--- src/rtl/stu_pkg.sv ---
package stu_pkg;

  typedef enum logic [2:0] {
    OP_NONE   = 3'd0,
    OP_SUB_I3 = 3'd1,
    OP_SUB_I8 = 3'd2,
    OP_SUB_RR = 3'd3,
    OP_SP_DEC = 3'd4,
    OP_TEST   = 3'd5
  } stu_op_e;

  typedef struct packed {
    logic n;
    logic z;
    logic c;
    logic v;
  } stu_flags_t;

  localparam int INSN_W = 16;
  localparam int RIDX_W = 3;
  localparam int FLAG_W = 4;

endpackage

--- src/rtl/stu_decode.sv ---
module stu_decode
  import stu_pkg::*;
#(
  parameter int DATA_W = 32
) (
  input  logic [INSN_W-1:0] instr,
  output stu_op_e           op,
  output logic [RIDX_W-1:0] dst_idx,
  output logic [DATA_W-1:0] imm
);

  localparam int IMM7_SH = 2;

  always_comb begin
    op      = OP_NONE;
    dst_idx = instr[2:0];
    imm     = '0;
    if (instr[15:9] == 7'b0001111) begin
      op  = OP_SUB_I3;
      imm = DATA_W'(instr[8:6]);
    end else if (instr[15:9] == 7'b0001101) begin
      op  = OP_SUB_RR;
    end else if (instr[15:11] == 5'b00111) begin
      op      = OP_SUB_I8;
      dst_idx = instr[10:8];
      imm     = DATA_W'(instr[7:0]);
    end else if (instr[15:7] == 9'b101100001) begin
      op  = OP_SP_DEC;
      imm = DATA_W'({instr[6:0], {IMM7_SH{1'b0}}});
    end else if (instr[15:6] == 10'b0100001000) begin
      op  = OP_TEST;
    end
  end

endmodule

--- src/rtl/stu_opsel.sv ---
module stu_opsel
  import stu_pkg::*;
#(
  parameter int DATA_W = 32
) (
  input  stu_op_e           op,
  input  logic [DATA_W-1:0] rn_val,
  input  logic [DATA_W-1:0] rm_val,
  input  logic [DATA_W-1:0] rd_val,
  input  logic [DATA_W-1:0] sp_val,
  input  logic [DATA_W-1:0] imm,
  output logic [DATA_W-1:0] minuend,
  output logic [DATA_W-1:0] subtrahend
);

  always_comb begin
    unique case (op)
      OP_SUB_I3: begin minuend = rn_val; subtrahend = imm;    end
      OP_SUB_I8: begin minuend = rd_val; subtrahend = imm;    end
      OP_SUB_RR: begin minuend = rn_val; subtrahend = rm_val; end
      OP_SP_DEC: begin minuend = sp_val; subtrahend = imm;    end
      default:   begin minuend = rn_val; subtrahend = rm_val; end
    endcase
  end

endmodule

--- src/rtl/stu_alu.sv ---
module stu_alu
  import stu_pkg::*;
#(
  parameter int DATA_W = 32
) (
  input  stu_op_e           op,
  input  logic [DATA_W-1:0] minuend,
  input  logic [DATA_W-1:0] subtrahend,
  input  logic [DATA_W-1:0] rn_val,
  input  logic [DATA_W-1:0] rm_val,
  input  stu_flags_t        flags_in,
  output logic [DATA_W-1:0] result,
  output stu_flags_t        flags_nx,
  output logic              wr_reg,
  output logic              wr_flags,
  output logic              to_sp,
  output logic              sub_carry,
  output logic              sub_ovf
);

  localparam int MSB = DATA_W - 1;

  // minuend + ~subtrahend + 1, widened by one bit to keep the carry-out
  function automatic logic [DATA_W:0] sub_wide(input logic [DATA_W-1:0] a,
                                               input logic [DATA_W-1:0] b);
    return {1'b0, a} + {1'b0, ~b} + {{DATA_W{1'b0}}, 1'b1};
  endfunction

  function automatic logic ovf_of(input logic [DATA_W-1:0] a,
                                  input logic [DATA_W-1:0] b,
                                  input logic [DATA_W-1:0] d);
    return (a[MSB] != b[MSB]) && (d[MSB] != a[MSB]);
  endfunction

  logic [DATA_W:0]   diff_w;
  logic [DATA_W-1:0] diff;
  logic [DATA_W-1:0] and_v;

  assign diff_w    = sub_wide(minuend, subtrahend);
  assign diff      = diff_w[DATA_W-1:0];
  assign sub_carry = diff_w[DATA_W];
  assign sub_ovf   = ovf_of(minuend, subtrahend, diff);
  assign and_v     = rn_val & rm_val;

  always_comb begin
    result   = '0;
    flags_nx = flags_in;
    wr_reg   = 1'b0;
    wr_flags = 1'b0;
    to_sp    = 1'b0;
    unique case (op)
      OP_SUB_I3, OP_SUB_I8, OP_SUB_RR: begin
        result   = diff;
        wr_reg   = 1'b1;
        wr_flags = 1'b1;
        flags_nx = '{n: diff[MSB], z: (diff == '0), c: sub_carry, v: sub_ovf};
      end
      OP_SP_DEC: begin
        result = diff;
        wr_reg = 1'b1;
        to_sp  = 1'b1;
      end
      OP_TEST: begin
        result   = and_v;
        wr_flags = 1'b1;
        flags_nx = '{n: and_v[MSB], z: (and_v == '0), c: flags_in.c, v: flags_in.v};
      end
      default: ;
    endcase
  end

endmodule

--- src/rtl/stu_core.sv ---
module stu_core
  import stu_pkg::*;
#(
  parameter int DATA_W = 32
) (
  input  logic                clk,
  input  logic                rst_n,
  input  logic                in_valid,
  input  logic [INSN_W-1:0]   instr,
  input  logic [DATA_W-1:0]   rn_val,
  input  logic [DATA_W-1:0]   rm_val,
  input  logic [DATA_W-1:0]   rd_val,
  input  logic [DATA_W-1:0]   sp_val,
  input  logic [FLAG_W-1:0]   flags_in,
  output logic [DATA_W-1:0]   res,
  output logic                dst_sp,
  output logic [RIDX_W-1:0]   dst_idx,
  output logic                reg_we,
  output logic                flag_we,
  output logic [FLAG_W-1:0]   flags_out
);

  localparam int MSB = DATA_W - 1;

  stu_op_e           dec_op;
  logic [RIDX_W-1:0] dec_idx;
  logic [DATA_W-1:0] dec_imm;
  logic [DATA_W-1:0] minuend;
  logic [DATA_W-1:0] subtrahend;
  logic [DATA_W-1:0] alu_res;
  stu_flags_t        alu_flags;
  logic              alu_wr_reg;
  logic              alu_wr_flags;
  logic              alu_to_sp;
  logic              sub_carry;
  logic              sub_ovf;

  stu_decode #(.DATA_W(DATA_W)) u_dec (
    .instr   (instr),
    .op      (dec_op),
    .dst_idx (dec_idx),
    .imm     (dec_imm)
  );

  stu_opsel #(.DATA_W(DATA_W)) u_sel (
    .op         (dec_op),
    .rn_val     (rn_val),
    .rm_val     (rm_val),
    .rd_val     (rd_val),
    .sp_val     (sp_val),
    .imm        (dec_imm),
    .minuend    (minuend),
    .subtrahend (subtrahend)
  );

  stu_alu #(.DATA_W(DATA_W)) u_alu (
    .op         (dec_op),
    .minuend    (minuend),
    .subtrahend (subtrahend),
    .rn_val     (rn_val),
    .rm_val     (rm_val),
    .flags_in   (stu_flags_t'(flags_in)),
    .result     (alu_res),
    .flags_nx   (alu_flags),
    .wr_reg     (alu_wr_reg),
    .wr_flags   (alu_wr_flags),
    .to_sp      (alu_to_sp),
    .sub_carry  (sub_carry),
    .sub_ovf    (sub_ovf)
  );

  always_ff @(posedge clk) begin
    if (!rst_n) begin
      res       <= '0;
      dst_sp    <= 1'b0;
      dst_idx   <= '0;
      reg_we    <= 1'b0;
      flag_we   <= 1'b0;
      flags_out <= '0;
    end else if (in_valid) begin
      res       <= alu_res;
      dst_sp    <= alu_to_sp;
      dst_idx   <= dec_idx;
      reg_we    <= alu_wr_reg;
      flag_we   <= alu_wr_flags;
      flags_out <= alu_flags;
    end else begin
      reg_we    <= 1'b0;
      flag_we   <= 1'b0;
    end
  end


  no_spurious_write_chk: assert property (@(posedge clk) disable iff (!rst_n)
    (reg_we || flag_we) |-> $past(in_valid));


  sp_keeps_flags_chk: assert property (@(posedge clk) disable iff (!rst_n)
    (reg_we && dst_sp) |-> (!flag_we && flags_out == $past(flags_in)));


  test_keeps_cv_chk: assert property (@(posedge clk) disable iff (!rst_n)
    (flag_we && !reg_we) |-> (flags_out[1:0] == $past(flags_in[1:0])));


  zero_flag_chk: assert property (@(posedge clk) disable iff (!rst_n)
    flag_we |-> (flags_out[2] == (res == '0) && flags_out[3] == res[MSB]));


  no_borrow_chk: assert property (@(posedge clk) disable iff (!rst_n)
    (flag_we && reg_we) |-> (flags_out[1] == ($past(minuend) >= $past(subtrahend))));


  signed_ovf_chk: assert property (@(posedge clk) disable iff (!rst_n)
    (flag_we && reg_we) |->
      (flags_out[0] == (($signed($past(minuend)) < $signed($past(subtrahend))) != res[MSB])));

endmodule

--- config.mk ---
export PLATFORM = sky130hd
export DESIGN_NAME = stu_core
export DESIGN_NICKNAME = d
export VERILOG_FILES = /design/src/rtl/stu_pkg.sv /design/src/rtl/stu_decode.sv /design/src/rtl/stu_opsel.sv /design/src/rtl/stu_alu.sv /design/src/rtl/stu_core.sv
export SDC_FILE = /design/constraint.sdc
export NUM_CORES = 1
export LEC_CHECK = 0
export BUFFER_PORTS_ARGS = -buffer_cell sky130_fd_sc_hd__buf_2
export CAP_MARGIN = 20
export CORE_UTILIZATION = 45
export CTS_CLUSTER_SIZE = 14
export DETAILED_ROUTE_END_ITERATION = 16
export PLACE_DENSITY = 0.75
export REMOVE_ABC_BUFFERS = 1
export SETUP_SLACK_MARGIN = 0.2
export SKIP_LAST_GASP = 1
export SYNTH_ARGS = -nofsm -noshare
export SYNTH_HDL_FRONTEND = slang
export SYNTH_SLANG_ARGS = --single-unit
--- constraint.sdc ---
create_clock -name clk -period 6.52 [get_ports clk]
set_input_delay 0.326 -clock clk [delete_from_list [all_inputs] [get_ports clk]]
set_output_delay 0.326 -clock clk [all_outputs]
set_load 0.05 [all_outputs]
# --- Word level (Yosys, flattened, before mapping) ---
# Index checks and enable logic that the tools add are counted.
op_classes:
  add_sub_neg: 2
  n_mux: 19
  n_eq_ne: 12
  reduce_logical: 8
  bitwise_logic: 2
op_table:
  columns: ["op", "count"]
  rows:
  - ["$mux 32", 4]
  - ["$pmux 32 s2", 2]
  - ["$logic_not 32->1", 2]
  - ["$add 32x32->33", 1]
  - ["$add 33x1->33 const B", 1]
  - ["$and 32x32->32", 1]
  - ["$not 32->32", 1]
  - ["$mux 3", 8]
  - ["$eq 7x4->1 const B", 2]
  - ["$eq 10x9->1 const B", 1]
  - ["$eq 9x9->1 const B", 1]
  - ["$mux 9", 1]
  - ["$pmux 4 s2", 1]
  - ["$reduce_or 4->1", 2]
  - ["$eq 3x2->1 const B", 2]
  - ["$eq 3x3->1 const B", 2]
  - ["$reduce_or 3->1", 2]
  - ["$eq 5x3->1 const B", 1]
  - ["$eq 3x1->1 const B", 1]
  - ["$mux 1", 3]
  - ["$ne 1x1->1", 2]
  - ["$reduce_and 2->1", 1]
  - ["$logic_and 1x1->1", 1]
word_totals:
  output_inout_bits: 42
  inputBits: 151
  wordCells: 49
  reg_bits: 42

# --- Depth between registers and ports, before layout ---
# Gate-level depths: netlist of run 1.
logic_depth:
  word_depth: 15
  ltp_mapped: 18
  mapped_depth_nobuf: 17

# --- Hierarchy ---
# From an unflattened synthesis of run 1, not the netlist that was laid out.
unflattened:
  hier_cells: 871
  area_unflattened_um2: 6681.4
modules_own_cells:
  columns: ["mod", "area_each_um2", "instances", "cells_each"]
  rows:
  - ["stu_alu", 2870.3, 1, 451]
  - ["stu_opsel", 1740.4, 1, 227]
  - ["stu_core", 1610.3, 1, 133]
  - ["stu_decode", 460.4, 1, 60]

# --- Least setup slack after synthesis of run 1 ---
# Ideal clock, no wire load.
synth_timing:
  path_type: "input-to-reg"
  start: "input instr[10]"
  end: "register flags_out[2]"
  required_ps: 6451
  n_path_buf: 2
  setup_time_ps: 69
  t_arrival_ps: 4169
  path_stages: 16
  setup_slack_ps: 2282
  path_cell_list: "or3_1 -> nor4b_2 -> clkbuf_1 -> buf_1 -> a22oi_1 -> nand2_1 -> ha_1 -> a2111oi_0 -> o21ai_1 -> a221o_1 -> o41a_1 -> o31ai_1 -> a2111oi_2 -> a2111oi_2 -> nand4_1 -> o21ai_1"
synth_via:
  elab_chain_len: 14
  word_cells_on_any_way: 27
synth_rtl:
  columns: ["element", "line", "rtl"]
  rows:
  - ["start: declaration", "stu_core.sv:9", "input logic [INSN_W-1:0] instr,"]
  - ["$eq 10x9->1", "stu_decode.sv:30", "end else if (instr[15:6] == 10'b0100001000) begin"]
  - ["$mux 3", "stu_decode.sv:30", null]
  - ["$mux 3", "stu_decode.sv:27", "end else if (instr[15:7] == 9'b101100001) begin"]
  - ["$mux 3", "stu_decode.sv:23", "end else if (instr[15:11] == 5'b00111) begin"]
  - ["$mux 3", "stu_decode.sv:21", "end else if (instr[15:9] == 7'b0001101) begin"]
  - ["$mux 3", "stu_decode.sv:18", "if (instr[15:9] == 7'b0001111) begin"]
  - ["$eq 3x1->1, or another cell as far along", "stu_opsel.sv:17, stu_alu.sv:51", null]
  - ["$reduce_or 3->1 (no line)", null, null]
  - ["$mux 32", "stu_opsel.sv:17", "unique case (op)"]
  - ["$not 32->32", "stu_alu.sv:26", "return {1'b0, a} + {1'b0, ~b} + {{DATA_W{1'b0}}, 1'b1};"]
  - ["$add 32x32->33", "stu_alu.sv:26", null]
  - ["$add 33x1->33", "stu_alu.sv:26", null]
  - ["$logic_not 32->1", "stu_alu.sv:56", "flags_nx = '{n: diff[MSB], z: (diff == '0), c: sub_carry, v: sub_ovf};"]
  - ["$pmux 4 s2 *", "stu_alu.sv:51", "unique case (op)"]
  - ["end signal: assignment", "stu_core.sv:86", "flags_out <= alu_flags;"]
  - ["end: declaration", "stu_core.sv:20", "output logic [FLAG_W-1:0] flags_out"]
# Mark *: on every way between the ends. The rest lies on a longest branch, timed or not.
# A chain may end at the register's enable or synchronous reset.

# --- Worst setup path after layout of run 1 ---
# Same ends and word-level chain as after synthesis.

==> results of run 1 <==
-- Yosys cell counts (3+ instances only) --
cell,instances
nor2_1,44
or3_1,6
nor4_1,5
a32oi_1,22
and4_1,5
buf_2,7
o211a_1,3
nor3_1,15
and2_1,10
mux2i_1,5
a21boi_0,4
a2111oi_2,3
o21ai_0,40
a31oi_1,6
nand2_1,111
o211ai_1,5
a22oi_1,41
clkbuf_1,33
nand3_1,26
dfxtp_1,42
o21a_1,3
a222oi_1,3
a211oi_1,27
xor2_1,7
nand4_1,7
ha_1,33
a221oi_1,4
a21o_1,17
o31ai_1,7
o21ai_1,3
nand2b_1,3
a22o_1,11
inv_1,9
and3_1,7
xnor2_1,7
a21oi_1,47
-- registers in the layout, indices dropped and copies added (netlist names) --
name / cells
dst_idx: 3
flags_out: 4
dst_sp: 1
flag_we: 1
reg_we: 1
res: 32
-- worst register-to-register path, cell delays in order, from the launching register on --
cell	delay, ps
dfxtp_1	370
o21ai_0	200
nor2_1	190
nand4b_1	130
a211o_1	290
a2111oi_0	560
o211ai_1	210
nor4_2	310
nand4_1	130
o21ai_1	90
-- stage by stage --
step | power, mW | utilization
2_1_floorplan | 0.600 | -
3_5_place_dp | 0.768 | 0.568
6_report | 0.979 | 0.579
3_3_place_gp | 0.768 | 0.568
5_1_grt | 1.03 | 0.579
4_1_cts | 0.969 | 0.577
-- routing by layer --
layer | track usage | vias to the layer above
met5 | 0 | -
met4 | 0.132 | 0
met3 | 0.0675 | 52
met2 | 0.579 | 366
met1 | 0.462 | 3035
li1 | - | 2994
-- logic make-up after synthesis --
kind of cell,count (synthesis)
AOI/OAI and AO/OA,276
and+or+nand+nor,260
buffers and inverters,53
DFF,42
adders and majority gates,34
xor gates and xnor gates,14
muxes,5
-- final cells by class --
type | count | area [µm²]
multi-input cells | 589 | 3890
clock buffers | 5 | 68.8
fillers | 1027 | 4410
flip-flops and latches | 42 | 841
repair buffers | 199 | 1020
inverters | 10 | 37.5
well taps | 136 | 170
clock inverters | 3 | 23.8
-- final timing paths --
| kind | depth (start not counted) | startpoint | endpoint | slack (ps) |
|---|---|---|---|---|
| setup / recovery | 18 | instr[10] | flags_out[2] | 1420 |
| hold / removal | 3 | flags_in[3] | flags_out[3] | 270 |
| setup reg to reg | 9 | flags_out[2] | flags_out[2] | 3970 |
| hold reg to reg | 2 | res[18] | res[18] | 490 |
-- power by group through the flow --
stage,clock network (mW),logic [mW],registers (mW)
2_1_floorplan,0,0.271,0.329
3_3_place_gp,0,0.486,0.282
3_5_place_dp,0,0.485,0.283
4_1_cts,0.204,0.488,0.277
5_1_grt,0.212,0.537,0.278
6_report,0.203,0.499,0.277
==> impl_results.md, run 1 <==
* Max Cap Violations at 0
* Post-route minimum period at just over 5000 ps
* Overflow after GRT at 0
* Skew final at 0 ps
* Crit path arrival time at around 5400 ps
* Final Hold Fails at 0
* Status: finished, final reports clean
* FMAX at 0.196 GHz
* Sink Count at between 40 and 50
* Core area at approximately 10000 µm²
* Worst setup EP type: flip-flop
* Vias in the first global route at 6014
* Via/cell ratio at ~6.6
* Pins over their slew limit at 0
* P_sw at 0.452 mW
* #FFs+latches synth at 42
* Setup violations, final at 0
* Post-cts hold buffer count at 0
* Simple-Gate Fraction of Synth Area at 0.256
* Pre-CTS setup slack at roughly 1200 ps
* Critical-path top delay cell: a2111oi_0
* VDD IR max at ~91 µV
* Uppermost layer routed: met4
* Area share of the largest cell type after synthesis at 0.171
* Global-route usage over all layers at 0.355
* Syn avg cell area at a little over 7 µm²
* Synth area leader: dfxtp_1
* DRC at 0
* Largest family of logic cells by synthesized area: compound AO/OA/AOI/OAI gates
* Multiplexer area fraction after synthesis at 0.0102
* M1 wire length at between 8000 and 9000 µm
* Worst Hold Class: input port to flip-flop
* Commonest non-fill, non-tap cells in the layout: buf_2 (192), nand2_1 (111), a21oi_1 (47)
* Largest net degree at the start of global routing at 79
* Initial Util at 0.470
* Headroom to the max-slew limit at 0.282
* Gate Count Post-Synth at 684
* Port buffer count at 192
* Clock share of power at 0.207
* Worst-margin pin slew at ~1100 ps
* Final Wtd Congestion at 0.898
* CTS tree: yes
* Power share of the combinational group at 0.510
* Fin cells at approximately 1000
* Max clock buf depth at 2
* Htree depth at 2
* Root buf cell: clkbuf_8
* RSZ-0062 raised after global routing: false
* Register share of total power at 0.283
* Ys Warns at 0
* Inst Count DP at between 900 and 1000
* Post-synthesis sequential area ratio at 0.171
* Total wire length at ~20000 µm
* Pint at about 0.53 mW
* Setup TNS at 0 ps
* Number of synthesized flops with an enable pin at 0
* Resized Gates After CTS at 0
* Final hold slack at 272 ps
* Die area at 11400 µm²
* Leak at 2.82 nW
* Area share of fa/ha/maj cells after synthesis at 0.0880
* XOR/XNOR Fraction of Synth Area at 0.0249
* Complex-gate fraction of the synthesized area at 0.406
* Layout cells sized above 1 at 0.271
* DRT antenna net count at 0
* Startpoint types: input port
* Sw frac at 0.462
* Commonest non-fill, non-tap cell in the layout: buf_2
* Design Area, Final at roughly 6000 µm²
* Clk_lat worst skew at around 330 ps
* Chip width at 107 µm
* Initial antenna violation count at 0
* Vias at ~6400
* Synth unique cells at just under 80
* Boundary Pins at between 150 and 200
* Final Worst Setup Slack at about 1400 ps
* Initial DRC Count at 675
* Height of the die at 107 µm
* Post-synth ARST share at 0
* Top post-synthesis cells by area: dfxtp_1 (17%), nand2_1 (8.5%), ha_1 (8.4%)
* Pre-antenna DRT Iters at 6
* Cell chain of the critical path: buf_2 > or3_1 > nor4b_4 > buf_4 > nor2_2 > buf_8 > nand2_1 > nand2_1 > ha_1 > nor2b_1 > o31ai_1 > a21oi_1 > or3_1 > a2111oi_0 > o211ai_1 > nor4_2 > nand4_1 > o21ai_1
* N_diodes at 0
* Dpl hpwl at 15400 µm
* Crit path kind: input port to flip-flop
* Pwr dens at between 150 and 200 nW/µm²
* Critical Path Fanout Max at 43
* Cell row count at 37
* CTS Buf Count at 5
* CP top delay family: simple AND/OR/NAND/NOR gates
* Dpl cell area at 5950 µm²
* Clk slew on worst S/H paths at ~110 ps
* Met3 routed WL at approximately 1900 µm
* Worst Path Buf+Inv at 3
* First-pass GRT wire length at between 30000 and 40000 µm
* Synth Flop Type: dfxtp_1
* CP max stage delay at 690 ps
* Final Cycle Share at 0.783
* Post-CTS setup buffer count at 0
* Number of nets in the layout at 1032
* WP data required at roughly 6800 ps
* Area grow syn2layout at 23.0%
* Met2 wire len at about 9300 µm
* DR WL/cell at about 21 µm
* Synth Cell Area at 4920 µm²
(Power assumes the default switching activity.)
==> inputs of run 2 (changes only) <==
Settings changed: PLACE_DENSITY 0.75 to 0.78.
Clock period 6.52 ns to 4.2 ns, I/O delays scaled along.
==> impl_results.md, run 2 (synthesis gave the netlist of run 1 again) <==
* Chip width at 107 µm (unchanged)
* Vias in the first global route at 6059 (was 6014)
* Final Cycle Share at 0.934
* Overflow after GRT at 0 (unchanged)
* Startpoint types: input port (unchanged)
* Crit path arrival time at 4180 ps (was 5380 ps)
* Filler cell count at 968 (was 1027)
* Core area at 10500 µm² (unchanged)
* Clk slew on worst S/H paths at 100 ps (was 110 ps)
* Final Hold Fails at 0 (unchanged)
* CTS Buf Count at 5 (unchanged)
* Layout cells sized above 1 at 0.365 (was 0.271)
* Post-route minimum period at 3920 ps
* Largest net degree at the start of global routing at 78 (was 79)
* Crit path kind: input port to flip-flop (unchanged)
* Headroom to the max-slew limit at 0.337 (was 0.282)
* DRT antenna net count at 0 (unchanged)
* Largest registers in the final layout: res: 32 flops, flags_out: 4 flops, dst_idx: 3 flops (unchanged)
* Commonest non-fill, non-tap cell in the layout: buf_2 (unchanged)
* Global-route usage over all layers at 0.332 (was 0.355)
* Worst Hold Class: input port to flip-flop (unchanged)
* Worst r2r src: flags_out[2] (unchanged)
* Initial DRC Count at 552 (was 675)
* Clk_lat worst skew at 320 ps (was 330 ps)
* Worst-margin pin slew at 993 ps (was 1080 ps)
* Height of the die at 107 µm (unchanged)
* Dpl hpwl at 15400 µm (about the same)
* Htree depth at 2 (unchanged)
* Critical Path Fanout Max at 16 (was 43)
* DR WL/cell at 18.3 µm (was 20.8 µm)
* Die area at 11400 µm² (unchanged)
* Initial antenna violation count at 0 (unchanged)
* Max reg flops at 32 (unchanged)
* Worst Hold Launch: flags_in[3] (unchanged)
* Largest Register: res (unchanged)
* Area grow syn2layout at 39.4% (was 23.0%)
* Port buffer count at 192 (unchanged)
* Final hold slack at 167 ps (was 272 ps)
* Via/cell ratio at 6.13 (was 6.55)
* Fin cells at 1066 (was 984)
* Vias at 6534 (was 6447)
* Commonest non-fill, non-tap cells in the layout: buf_2 (192), nand2_1 (111), buf_4 (87) (was buf_2 (192), nand2_1 (111), a21oi_1 (47))
* Boundary Pins at 193 (unchanged)
* WP data required at 4460 ps (was 6800 ps)
* Sink Count at 42 (unchanged)
* DRC at 0 (unchanged)
* Worst Setup SP: instr[10] (unchanged)
* Root buf cell: clkbuf_8 (unchanged)
* RSZ-0062 raised after global routing: false (unchanged)
* Inst Count DP at 1052 (was 975)
* Number of nets in the layout at 1113 (was 1032)
* FMAX at around 0.25 GHz
* Pwr dens at 242 nW/µm² (was 162 nW/µm²)
* Worst setup EP type: flip-flop (unchanged)
* Status: finished, final reports clean (unchanged)
* Post-cts hold buffer count at 0 (unchanged)
* Max clock buf depth at 2 (unchanged)
* Pre-antenna DRT Iters at 5 (was 6)
* Cell row count at 37 (unchanged)
* Setup violations, final at 0 (unchanged)
* Leak at 3.22 nW (was 2.82 nW)
* Final Wtd Congestion at 1.02 (was 0.898)
* Max Cap Violations at 0 (unchanged)
* Total wire length at 19500 µm (was 20500 µm)
* Initial Util at 0.470 (unchanged)
* First-pass GRT wire length at 30300 µm (was 31600 µm)
* Pins over their slew limit at 0 (unchanged)
* CTS tree: yes (unchanged)
* VDD IR max at 125 µV (was 91.4 µV)
* Skew final at 0 ps (unchanged)
run 2: cell types whose count changed in the layout (fill, tap and decap cells not counted), sizes merged:
cell,before,now
buf,199,280
diode,0,1
run 2: per-layer routing:
metal,share of wire,up-vias,global-route usage
met1,0.43,3041,0.429
li1,-,3157,-
met4,0.022,0,0.104
met5,0,-,0
met2,0.47,299,0.565
met3,0.076,37,0.0498
run 2: cell type report:
class / instances / area (µm²) / area share
antenna: 1 / 2.50 / 0.000365
clock buffer: 5 / 68.8 / 0.0100
clock inverter: 3 / 23.8 / 0.00347
inverter: 10 / 37.5 / 0.00547
multi-input combinational: 589 / 4090 / 0.596
sequential: 42 / 841 / 0.123
tap: 136 / 170 / 0.0248
timing repair buffer: 280 / 1630 / 0.237
run 2: report_power, final:
| part | internal [mW] | switching [mW] | total (mW) | leakage [nW] |
|---|---|---|---|---|
| registers | 0.419 | 0.0102 | 0.430 | 0.346 |
| clock network | 0.120 | 0.192 | 0.312 | 0.0408 |
| logic | 0.391 | 0.526 | 0.917 | 2.84 |
| total | 0.930 | 0.728 | 1.66 | 3.22 |
run 2: metrics by stage:
stage | util | worst slack [ps] | cell area (µm²) | TNS [ps] | total power [mW]
5_1_grt | 0.655 | 108 | 6860 | 0 | 1.74
4_1_cts | 0.635 | 203 | 6640 | 0 | 1.59
3_3_place_gp | 0.624 | -47.4 | 6520 | -47.4 | 1.28
6_report | 0.656 | 276 | 6860 | 0 | 1.66
3_5_place_dp | 0.624 | -164 | 6520 | -230 | 1.28
2_1_floorplan | - | -2300 | 4740 | -59010 | 0.931
run 2: critical path, stage by stage:
cell and delay [ps]:
buf_2 110, or3_4 410, nor4b_4 370, buf_4 180, nor2_2 50, buf_4 200
nand2_1 80, nand2_1 90, ha_4 250, and2_1 190, a41o_1 240, or2_1 250
or4_4 440, a222oi_1 350, nand4bb_1 200, nor4_2 310, nand4_1 140, o21ai_1 100
run 2: timing repair:
| action | CTS | global route |
|---|---|---|
| endpoints found under the setup margin | 1 | 8 |
| pin swaps | 4 | 12 |
| resized for setup | 3 | 35 |
| setup buffers | 2 | 3 |
run 2: final timing paths:
check                  to  slack (ps)  depth (start not counted)
min reg2reg       res[15]         490                          2
max reg2reg  flags_out[2]        1910                         10
min          flags_out[3]         170                          3
max          flags_out[2]         280                         18
==> inputs of run 3 (changes only) <==
Settings changed: CELL_PAD_IN_SITES_DETAIL_PLACEMENT from default to 1, CELL_PAD_IN_SITES_GLOBAL_PLACEMENT from default to 1, CORE_UTILIZATION 45 to 31, PLACE_DENSITY 0.78 to default, PLACE_DENSITY_LB_ADDON from default to 0.1.
==> impl_results.md, run 3 (synthesis gave the netlist of run 1 again) <==
* Status: finished, final reports clean (unchanged)
* R2R Setup Slk at 2060 ps (was 1910 ps)
* Worst Hold Class: input port to flip-flop (unchanged)
* Commonest non-fill, non-tap cells in the layout: buf_2 (192), nand2_1 (110), buf_4 (98) (was buf_2 (192), nand2_1 (111), buf_4 (87))
* Worst Path Buf+Inv at 4 (was 3)
* Hold Path Depth at 3 (unchanged)
* Area grow syn2layout at 46.7% (was 39.4%)
* Port buffer count at 192 (unchanged)
* Max clock buf depth at 2 (unchanged)
* Design Area, Final at 7220 µm² (was 6860 µm²)
* Final core occ at 0.470 (was 0.656)
* Leak at 3.39 nW (was 3.22 nW)
* Root buf cell: clkbuf_16 (was clkbuf_8)
* WHS Endpoint: flags_out[3] (unchanged)
* Global-route usage over all layers at 0.289 (was 0.332)
* VDD IR max at 134 µV (was 125 µV)
* WP data required at 4430 ps (was 4460 ps)
* Dpl cell area at 6750 µm² (was 6520 µm²)
* Final Cycle Share at 0.914 (was 0.934)
* Critical Path Fanout Max at 24 (was 16)
* CP max stage delay at 510 ps (was 440 ps)
* Total wire length at 24000 µm (was 19500 µm)
* Die area at 16400 µm² (was 11400 µm²)
* Skew final at 0 ps (unchanged)
* Cell row count at 45 (was 37)
* Clk_lat worst skew at 300 ps (was 320 ps)
* Final Wtd Congestion at 0.870 (was 1.02)
* First-pass GRT wire length at 36600 µm (was 30300 µm)
* Post-route minimum period at 3840 ps (was 3920 ps)
* RSZ-0062 raised after global routing: true (was false)
* Worst Hold Launch: flags_in[3] (unchanged)
* Layout cells sized above 1 at 0.378 (was 0.365)
* DR WL/cell at 20.7 µm (was 18.3 µm)
* Crit path kind: input port to flip-flop (unchanged)
* Via/cell ratio at 5.71 (was 6.13)
* Commonest non-fill, non-tap cell in the layout: buf_2 (unchanged)
* Number of nets in the layout at 1133 (was 1113)
* Final Hold Fails at 0 (unchanged)
* CP top delay family: simple AND/OR/NAND/NOR gates (unchanged)
* FF/Latch Area at 841 µm² (unchanged)
* Clk slew on worst S/H paths at 70 ps (was 100 ps)
* Chip width at 128 µm (was 107 µm)
* CTS Buf Count at 5 (unchanged)
* Power Total at 1.90 mW (was 1.66 mW)
* Critical-path top delay cell: or4_4 (unchanged)
* Boundary Pins at 193 (unchanged)
* Initial antenna violation count at 0 (unchanged)
* Worst reg2reg path depth at 9 (was 10)
* Vias in the first global route at 6781 (was 6059)
* Largest net degree at the start of global routing at 78 (unchanged)
* Dpl hpwl at 19200 µm (was 15400 µm)
* Pins over their slew limit at 0 (unchanged)
* Worst-margin pin slew at 814 ps (was 993 ps)
* Height of the die at 128 µm (was 107 µm)
* Pwr dens at 263 nW/µm² (was 242 nW/µm²)
* Multi-input gate area at 4070 µm² (was 4090 µm²)
* CTS tree: yes (unchanged)
* Startpoint types: input port (unchanged)
* Filler cell count at 1993 (was 968)
* N_diodes at 0 (was 1)
* Largest registers in the final layout: res: 32 flops, flags_out: 4 flops, dst_idx: 3 flops (unchanged)
* Htree depth at 2 (unchanged)
* Headroom to the max-slew limit at 0.457 (was 0.337)
* Overflow after GRT at 0 (unchanged)
* Largest Register: res (unchanged)
* DRT antenna net count at 0 (unchanged)
* DRC at 0 (unchanged)
* Setup violations, final at 0 (unchanged)
* Pre-antenna DRT Iters at 5 (unchanged)
* Initial Util at 0.320 (was 0.470)
* Worst setup EP type: flip-flop (unchanged)
* FMAX at 0.260 GHz (was 0.255 GHz)
* Crit path arrival time at 4070 ps (was 4180 ps)
* Setup TNS at 0 ps (unchanged)
* Reg2reg end: flags_out[2] (unchanged)
* Initial DRC Count at 396 (was 552)
* Max Cap Violations at 0 (unchanged)
* Worst r2r src: flags_out[2] (unchanged)
* Max reg flops at 32 (unchanged)
* Sink Count at 42 (unchanged)
* Core area at 15400 µm² (was 10500 µm²)
* Vias at 6620 (was 6534)
* Cell chain of the critical path: buf_2 > or3_4 > nor4b_4 > buf_6 > buf_8 > a22o_1 > a21oi_1 > ha_1 > buf_4 > o21a_1 > nor2_1 > a21o_1 > o211a_1 > nor4b_2 > or4_4 > a2111oi_4 > nand4_1 > o21ai_1 (was buf_2 > or3_4 > nor4b_4 > buf_4 > nor2_2 > buf_4 > nand2_1 > nand2_1 > ha_4 > and2_1 > a41o_1 > or2_1 > or4_4 > a222oi_1 > nand4bb_1 > nor4_2 > nand4_1 > o21ai_1)
## run 3: worst max-delay path by stage
| stage | start | cells after the start | end | slack, ps |
|---|---|---|---|---|
| 5_1_grt | instr[10] | 18 | flags_out[2] | 180 |
| 2_1_floorplan | instr[10] | 14 | flags_out[2] | -2300 |
| 3_3_place_gp | instr[10] | 17 | flags_out[2] | -200 |
| 3_5_place_dp | instr[10] | 15 | flags_out[2] | -270 |
| 6_report | instr[10] | 18 | flags_out[2] | 360 |
| 4_1_cts | instr[10] | 21 | flags_out[2] | 180 |
## run 3: power by group
part	internal, mW	switching [mW]	leakage (nW)
Clock	0.280	0.203	0.0836
Sequential	0.419	0.0109	0.346
Combinational	0.417	0.572	2.96
## run 3: what timing repair did
item	in CTS	in global routing
pin swaps	1	22
gates cloned	0	0
setup endpoints to repair	4	16
hold endpoints to repair	0	0
resized for setup	7	44
setup buffers	1	7
hold buffers	0	0
## run 3: stage by stage
stage          setup slack, ps  instances  hold WS [ps]
4_1_cts                    181       1152           178
3_5_place_dp              -269       1143           478
2_1_floorplan            -2300        641           299
5_1_grt                    177       1160           190
3_3_place_gp              -201       1143           471
6_report                   361       1160           182
## run 3: layout make-up
type | count | share of cell area
repair buffers | 300 | 0.255
clock inverters | 3 | 0.00554
clock buffers | 5 | 0.0173
multi-input cells | 589 | 0.564
well taps | 211 | 0.0366
flip-flops and latches | 42 | 0.116
inverters | 10 | 0.00520
## run 3: worst reg2reg max path, cell delays in order (launching register included)
cell and delay [ps]:
dfxtp_1 350, o21ai_0 170, nor2_1 180, nand4b_1 120, a211o_1 310, a2111oi_2 280
o211ai_1 200, nor4_2 250, nand4_1 130, o21ai_1 90
## run 3: routing by layer
| layer | GRT usage | vias to the layer above | share of wire | wire (µm) |
|---|---|---|---|---|
| met4 | 0.0803 | 0 | 0.012 | 296 |
| met1 | 0.374 | 3216 | 0.46 | 11000 |
| met2 | 0.505 | 188 | 0.49 | 11800 |
| met5 | 0 | - | 0 | 0 |
| li1 | - | 3197 | - | - |
| met3 | 0.0326 | 19 | 0.038 | 921 |
